`src/rtl/disk_addr_pkg.sv`:
```
package disk_addr_pkg;
  parameter int SECT_W         = 5;
  parameter int CYL_W          = 9;
  parameter int SECTORS        = 29;
  parameter int CYL_LAST_BIG   = 405;
  parameter int CYL_LAST_SMALL = 202;
  localparam int ADDR_W   = SECT_W + 2 + CYL_W;
  localparam int DISK_BIT = SECT_W;
  localparam int SURF_BIT = SECT_W + 1;
  localparam int CYL_LSB  = SECT_W + 2;
endpackage

```
`src/rtl/dac_load_check.sv`:
```
module dac_load_check #(
  parameter int SECT_W         = 5,
  parameter int CYL_W          = 9,
  parameter int SECTORS        = 29,
  parameter int CYL_LAST_BIG   = 405,
  parameter int CYL_LAST_SMALL = 202
) (
  input  logic [SECT_W-1:0] sec_i,
  input  logic [CYL_W-1:0]  cyl_i,
  input  logic              big_i,
  output logic              ok_o
);
  localparam logic [SECT_W-1:0] LAST_SEC  = SECT_W'(SECTORS - 1);
  localparam logic [CYL_W-1:0]  LIM_BIG   = CYL_W'(CYL_LAST_BIG);
  localparam logic [CYL_W-1:0]  LIM_SMALL = CYL_W'(CYL_LAST_SMALL);

  logic [CYL_W-1:0] lim;

  always_comb begin
    lim  = big_i ? LIM_BIG : LIM_SMALL;
    ok_o = (sec_i <= LAST_SEC) && (cyl_i <= lim);
  end
endmodule

```
`src/rtl/dac_step.sv`:
```
module dac_step #(
  parameter int SECT_W         = 5,
  parameter int CYL_W          = 9,
  parameter int SECTORS        = 29,
  parameter int CYL_LAST_BIG   = 405,
  parameter int CYL_LAST_SMALL = 202,
  localparam int ADDR_W        = SECT_W + 2 + CYL_W
) (
  input  logic [ADDR_W-1:0] cur_i,
  input  logic              big_i,
  output logic [ADDR_W-1:0] nxt_o,
  output logic              ovf_o
);
  localparam int SURF_BIT = SECT_W + 1;
  localparam int CYL_LSB  = SECT_W + 2;
  localparam logic [SECT_W-1:0] LAST_SEC  = SECT_W'(SECTORS - 1);
  localparam logic [CYL_W-1:0]  LIM_BIG   = CYL_W'(CYL_LAST_BIG);
  localparam logic [CYL_W-1:0]  LIM_SMALL = CYL_W'(CYL_LAST_SMALL);

  logic [SECT_W-1:0] sec;
  logic [CYL_W-1:0]  cyl, lim;
  logic              surf;

  always_comb begin
    sec   = cur_i[SECT_W-1:0];
    surf  = cur_i[SURF_BIT];
    cyl   = cur_i[ADDR_W-1:CYL_LSB];
    lim   = big_i ? LIM_BIG : LIM_SMALL;
    nxt_o = cur_i;
    ovf_o = 1'b0;
    if (sec < LAST_SEC) begin
      nxt_o[SECT_W-1:0] = sec + 1'b1;
    end else begin
      nxt_o[SECT_W-1:0] = '0;
      if (!surf) begin
        nxt_o[SURF_BIT] = 1'b1;
      end else begin
        nxt_o[SURF_BIT] = 1'b0;
        if (cyl >= lim) ovf_o = 1'b1;
        else nxt_o[ADDR_W-1:CYL_LSB] = cyl + 1'b1;
      end
    end
  end
endmodule

```
`src/rtl/disk_addr_ctr.sv`:
```
module disk_addr_ctr
  import disk_addr_pkg::*;
#(
  parameter int P_SECT_W    = SECT_W,
  parameter int P_CYL_W     = CYL_W,
  parameter int P_SECTORS   = SECTORS,
  parameter int P_LAST_BIG  = CYL_LAST_BIG,
  parameter int P_LAST_SMALL = CYL_LAST_SMALL,
  localparam int AW         = P_SECT_W + 2 + P_CYL_W
) (
  input  logic              clk,
  input  logic              rst,
  input  logic              load_i,
  input  logic [AW-1:0]     load_addr_i,
  input  logic              advance_i,
  input  logic              big_model_i,
  output logic [AW-1:0]     addr_o,
  output logic              strobe_o,
  output logic [P_CYL_W-1:0] seek_cyl_o,
  output logic              addr_err_o
);
  localparam int C_LSB = P_SECT_W + 2;

  logic          load_ok;
  logic          step_ovf;
  logic [AW-1:0] step_addr;

  dac_load_check #(
    .SECT_W(P_SECT_W), .CYL_W(P_CYL_W), .SECTORS(P_SECTORS),
    .CYL_LAST_BIG(P_LAST_BIG), .CYL_LAST_SMALL(P_LAST_SMALL)
  ) u_check (
    .sec_i (load_addr_i[P_SECT_W-1:0]),
    .cyl_i (load_addr_i[AW-1:C_LSB]),
    .big_i (big_model_i),
    .ok_o  (load_ok)
  );

  dac_step #(
    .SECT_W(P_SECT_W), .CYL_W(P_CYL_W), .SECTORS(P_SECTORS),
    .CYL_LAST_BIG(P_LAST_BIG), .CYL_LAST_SMALL(P_LAST_SMALL)
  ) u_step (
    .cur_i (addr_o),
    .big_i (big_model_i),
    .nxt_o (step_addr),
    .ovf_o (step_ovf)
  );

  always_ff @(posedge clk) begin
    if (rst) begin
      addr_o     <= '0;
      strobe_o   <= 1'b0;
      seek_cyl_o <= '0;
      addr_err_o <= 1'b0;
    end else begin
      strobe_o <= 1'b0;
      if (load_i) begin
        if (load_ok) begin
          addr_o     <= load_addr_i;
          strobe_o   <= 1'b1;
          seek_cyl_o <= load_addr_i[AW-1:C_LSB];
          addr_err_o <= 1'b0;
        end else begin
          addr_err_o <= 1'b1;
        end
      end else if (advance_i && !addr_err_o) begin
        if (step_ovf) addr_err_o <= 1'b1;
        else addr_o <= step_addr;
      end
    end
  end
endmodule

```
`config.mk`:
```
export PLATFORM = sky130hd
export DESIGN_NAME = disk_addr_ctr
export DESIGN_NICKNAME = d
export VERILOG_FILES = /design/src/rtl/disk_addr_pkg.sv /design/src/rtl/dac_load_check.sv /design/src/rtl/dac_step.sv /design/src/rtl/disk_addr_ctr.sv
export SDC_FILE = /design/constraint.sdc
export NUM_CORES = 1
export LEC_CHECK = 0
export BUFFER_PORTS_ARGS = -buffer_cell sky130_fd_sc_hd__buf_2
export CORE_MARGIN = 1.5
export CORE_UTILIZATION = 52
export DETAILED_ROUTE_END_ITERATION = 16
export PLACE_DENSITY = 0.8
export SLEW_MARGIN = 20
export SYNTH_ARGS = -nofsm -noshare
export SYNTH_HDL_FRONTEND = slang
export SYNTH_SLANG_ARGS = --single-unit
```
`constraint.sdc`:
```
create_clock -name clk -period 2.3 [get_ports clk]
set_clock_uncertainty 0.05 [all_clocks]
set_input_delay 0.23 -clock clk [delete_from_list [all_inputs] [get_ports clk]]
set_output_delay 0.23 -clock clk [all_outputs]
set_load 0.02 [all_outputs]
```
# --- Yosys cells after proc, flatten, opt, wreduce, memory -nomap -nowiden ---
# Index checks and enable logic that the tools add are counted.
op_classes:
  add_sub_neg: 2
  order_cmp: 4
  eq_ne: 4
  muxes: 18
  bitwise: 1
  reduce_logical: 12
ops:
  columns: ["operator", "n"]
  rows:
  - ["16-bit 2-to-1 mux", 4]
  - ["9-bit 2-to-1 mux", 3]
  - ["10-bit 2-to-1 mux", 1]
  - ["9-bit by 1-bit adder with 9-bit output, second input constant", 1]
  - ["9-bit >= comparator", 1]
  - ["9-bit <= comparator", 1]
  - ["1-bit 2-to-1 mux", 9]
  - ["2-bit != test, second input constant", 3]
  - ["6-bit AND reduction", 1]
  - ["2-bit nonzero test", 3]
  - ["5-bit by 1-bit adder with 5-bit output, second input constant", 1]
  - ["5-bit <= comparator, second input constant", 1]
  - ["5-bit less-than comparator, second input constant", 1]
  - ["5-bit 2-to-1 mux", 1]
  - ["2-bit AND reduction", 2]
  - ["4-bit AND reduction", 1]
  - ["3-bit AND reduction", 1]
  - ["1-bit logical AND", 2]
  - ["2-bit by 1-bit != test with 1-bit output, second input constant", 1]
  - ["2-bit OR reduction", 1]
  - ["1-bit logical NOT", 1]
  - ["1-bit inverter", 1]
totals:
  ff_bits: 27

# --- Longest topological paths before layout ---
depth:
  ltp_word: 8
  ltp_mapped: 10

# --- Modules after synthesis ---
# From an unflattened synthesis, not the netlist that was laid out.
hier_totals:
  cells_unflattened: 207
  area_unflattened_um2: 1866.8
modules_own_cells:
  columns: ["module", "n_inst", "cells_each", "area_per_inst_um2"]
  rows:
  - ["disk_addr_ctr", 1, 121, 1189.9]
  - ["dac_step", 1, 62, 485.5]
  - ["dac_load_check", 1, 24, 191.4]

# --- Least setup slack after synthesis ---
# Ideal clock, no wire load.
synth_timing:
  kind: "register to register"
  from: "register addr_o[13]"
  to: "register addr_o[9]"
  setup_ns: 0.132
  t_arrival_ns: 1.953
  path_slack_ns: 0.165
  stages_incl_launch_ff: 10
  n_path_buf: 1
  path_cell_list: "dfxtp_1 ha_1 a211oi_1 o22ai_1 a21oi_1 and3_1 or2_1 buf_6 mux2i_1 a21oi_1"
synth_between:
  elab_chain_cells: 6
synth_lines:
  columns: ["element", "line", "source"]
  rows:
  - ["from (decl)", "disk_addr_ctr.sv:17", "output logic [AW-1:0] addr_o,"]
  - ["from (signal assigned)", "disk_addr_ctr.sv:58", "addr_o <= load_addr_i;"]
  - ["from (signal assigned)", "disk_addr_ctr.sv:67", "else addr_o <= step_addr;"]
  - ["9-bit >= comparator (*)", "dac_step.sv:39", "if (cyl >= lim) ovf_o = 1'b1;"]
  - ["1-bit 2-to-1 mux", "dac_step.sv:39", null]
  - ["1-bit 2-to-1 mux", "dac_step.sv:35", "if (!surf) begin"]
  - ["1-bit 2-to-1 mux", "dac_step.sv:31", "if (sec < LAST_SEC) begin"]
  - ["2-bit != test (no source line)", null, null]
  - ["6-bit AND reduction (no source line) (*)", null, null]
# Mark *: on every way between the ends. The rest lies on a longest branch, timed or not.
# A chain may end at the register's enable or synchronous reset.

# --- Final worst setup path ---
# Ends and elaborated chain as after synthesis.

==> impl_results.md <==
* Status: completed
* Utilization after layout at 0.6738
* CTS sink count at 27
* Floorplan row count at 20
* Root buffer cell: clkbuf_4
* Placed Area at 0.002023 sq mm
* Synth cell types at 39
* Final instance area at about 0.0021 sq mm
* Area growth syn-to-layout at 22.50%
* Vias in the first global route at 1409
* YS warnings at 0
* Hold Worst Slack at 75.37 ps
* Max-Cap Viols at 0
* Die area at 0.003579 sq mm
* Placer Congestion at between 0.7 and 0.8
* Total CTS buffers at 3
* LEAKAGE at between 0.9 and 1 nW
* Setup crit start kind: register
* Yosys top cell by area: dfxtp_1
* Top-count cell post-synth: dfxtp_1
* IO Port Bufs at between 40 and 50
* Asr flop ratio synth at 0
* Rel. slew slack at 0.6707
* Die Y-Extent at 59.83 um
* Final hold vios at 0
* Initial DRC Count at 70
* DR WL/cell at between 10 and 15 um
* Die W at 59.83 um
* Initial antenna violation count at 0
* Synthesized Nets at 240
* Post-route worst setup slack at 125.8 ps
* Post-Place Cells at around 300
* Final WL at 3916 um
* Post-CTS setup buffer count at 0
* Mapped Area at roughly 0.0017 sq mm
* Total GRT Usage at 0.2302
* Final Non-Filler Cells at between 300 and 400
* Clock Latency Late Sink at roughly 330 ps
* RSZ-0062 raised after global routing: no
* Final Cycle Share at 0.9453
* Seq/Total Area, Yosys at 0.3219
* Ys flop type: dfxtp_1
* Synth cell count leaders: dfxtp_1 (27), nor2_1 (26), mux2i_1 (20)
* WP data required at around 2500 ps
* Number of synthesized flops with an enable pin at 0
* Post-DR vias/cell at between 5 and 6
* DRT antenna net count at 0
* Number of synthesized register bits at 27
* Worst setup EP type: register
* DPL Wire Length at 3072 um
* FMAX at approximately 460 MHz
* Worst-path maximum fanout at 9
* Pin count of the biggest net entering global routing at 29
* Nets at 295
* Via count at ~1600
* Clk slew on worst S/H paths at about 150 ps
* CTS tree: yes
* Hold Crit Class: input port to register
* Main area contributors after synthesis: dfxtp_1 (32%), ha_1 (12%), mux2i_1 (12%)
* Pre-antenna DRT Iters at 4
* Worst Max-Slew Pin Slew at 494.0 ps
* Global-route wire length before repair at around 6400 um
* Core ar. at 0.003053 sq mm
* Dpl ws at -12.56 ps
* Post-synthesis average cell area at 8.271 sq um
* Synthesized netlist cell count at 203
* Drt drc at 0
* Post-synth top area share at 0.3219
* Worst VDD drop at around 0.00042 V
* Pwr Density at 529.3 mW/mm^2
* IO Pins at 48
* CTS Buffer Depth at 2
* Fraction of layout instances using a drive strength above 1 at 0.2724
* Crit path time final at 2174 ps
* Hold-fix buffers, CTS at 0
* Initial Util at 0.5500
* Inserted Diodes at 0
* Worst Path Arrival at between 2000 and 2500 ps
* H-tree depth at 1
* Pins over their slew limit at 0
* GR Overflow Total at 0
* Register-to-register setup slack at 130 ps
* Final setup violation count at 0
* Critical path class: register to register
state kept, by name, indices dropped and copies added (netlist names):
signal and flops:
addr_err_o 1, addr_o 16, strobe_o 1, seek_cyl_o 9
stage by stage:
step / power [W] / TNS (ps)
3_5_place_dp: 0.0008891 / -21.11
5_1_grt: 0.001152 / 0
4_1_cts: 0.001090 / 0
3_3_place_gp: 0.0008812 / 0
2_1_floorplan: 0.0007694 / 0
6_report: 0.001089 / 0
worst max-delay path: stages (launching register included):
cell	delay (ps)
dfxtp_2	420
ha_1	260
a211oi_1	230
o22ai_1	140
a21oi_2	170
and3_1	220
or2_1	150
buf_12	140
mux2i_1	190
a21oi_1	80
layer usage:
metal  wire (um)  global-route usage  share of wire
met5           0                   0              0
met4          70             0.09841          0.018
met3         166             0.02597          0.042
met2        1757              0.3354           0.45
met1        1922              0.3400           0.49
power breakdown:
group / leakage (nW) / switching, W / internal [W]
Sequential: 0.223 / 0.0000388 / 0.000506
Clock: 0.0177 / 0.000143 / 0.0000653
Combinational: 0.743 / 0.000190 / 0.000147
Total: 0.983 / 0.000371 / 0.000718
path summary, 6_finish.rpt:
kind / from / end / cells after the start
worst max-delay path: addr_o[13]$_SDFFE_PP0P_ / addr_o[9]$_SDFFE_PP0P_ / 9
worst min-delay path: load_addr_i[5] / addr_o[5]$_SDFFE_PP0P_ / 3
worst max register to register: addr_o[13]$_SDFFE_PP0P_ / addr_o[9]$_SDFFE_PP0P_ / 9
worst min register to register: seek_cyl_o[5]$_SDFFE_PP0P_ / seek_cyl_o[5]$_SDFFE_PP0P_ / 2
repair_timing:
action | in CTS | in global routing
endpoints found under the setup margin | 0 | 13
resized for setup | 0 | 3
hold endpoints to repair | 0 | 0
cells in the final DEF (no fill, tap or decap), drive strengths merged:
cell type and count:
buf 58, dfxtp 27, nor2 26, mux2i 20, nand2 19, ha 16
a21oi 16, nand3 14, o21ai 11, inv 7, o31ai 6, a211oi 6
and3 3, nor3 3, clkbuf 3, or2 3, nor2b 2, a21o 1
a31oi 1, o211ai 1, nor4 1, o2111ai 1, nand4b 1, o22ai 1
or3 1, a22oi 1, and3b 1, nor3b 1, o21bai 1, a2bb2oi 1
and2 1, xnor2 1, a22o 1, clkinv 1
kinds of logic after synthesis:
group | after synthesis | synth area share
AND/OR/NAND/NOR | 76 | 0.2072
AO/OA/AOI/OAI | 48 | 0.1870
flip-flops | 27 | 0.3219
multiplexers | 20 | 0.1192
adder cells (fa/ha/maj) | 16 | 0.1192
buffers and inverters | 15 | 0.04024
XOR/XNOR | 1 | 0.005217
area by class of cell:
class                      instances  area (sq um)
clock inverter                     1         5.005
tap                               44         55.05
timing repair buffer              58         330.3
inverter                           7         26.28
fill                             278         996.0
sequential                        27         543.0
multi-input combinational        161          1075
clock buffer                       3         22.52
No activity file was read; power rests on OpenSTA's default activity.
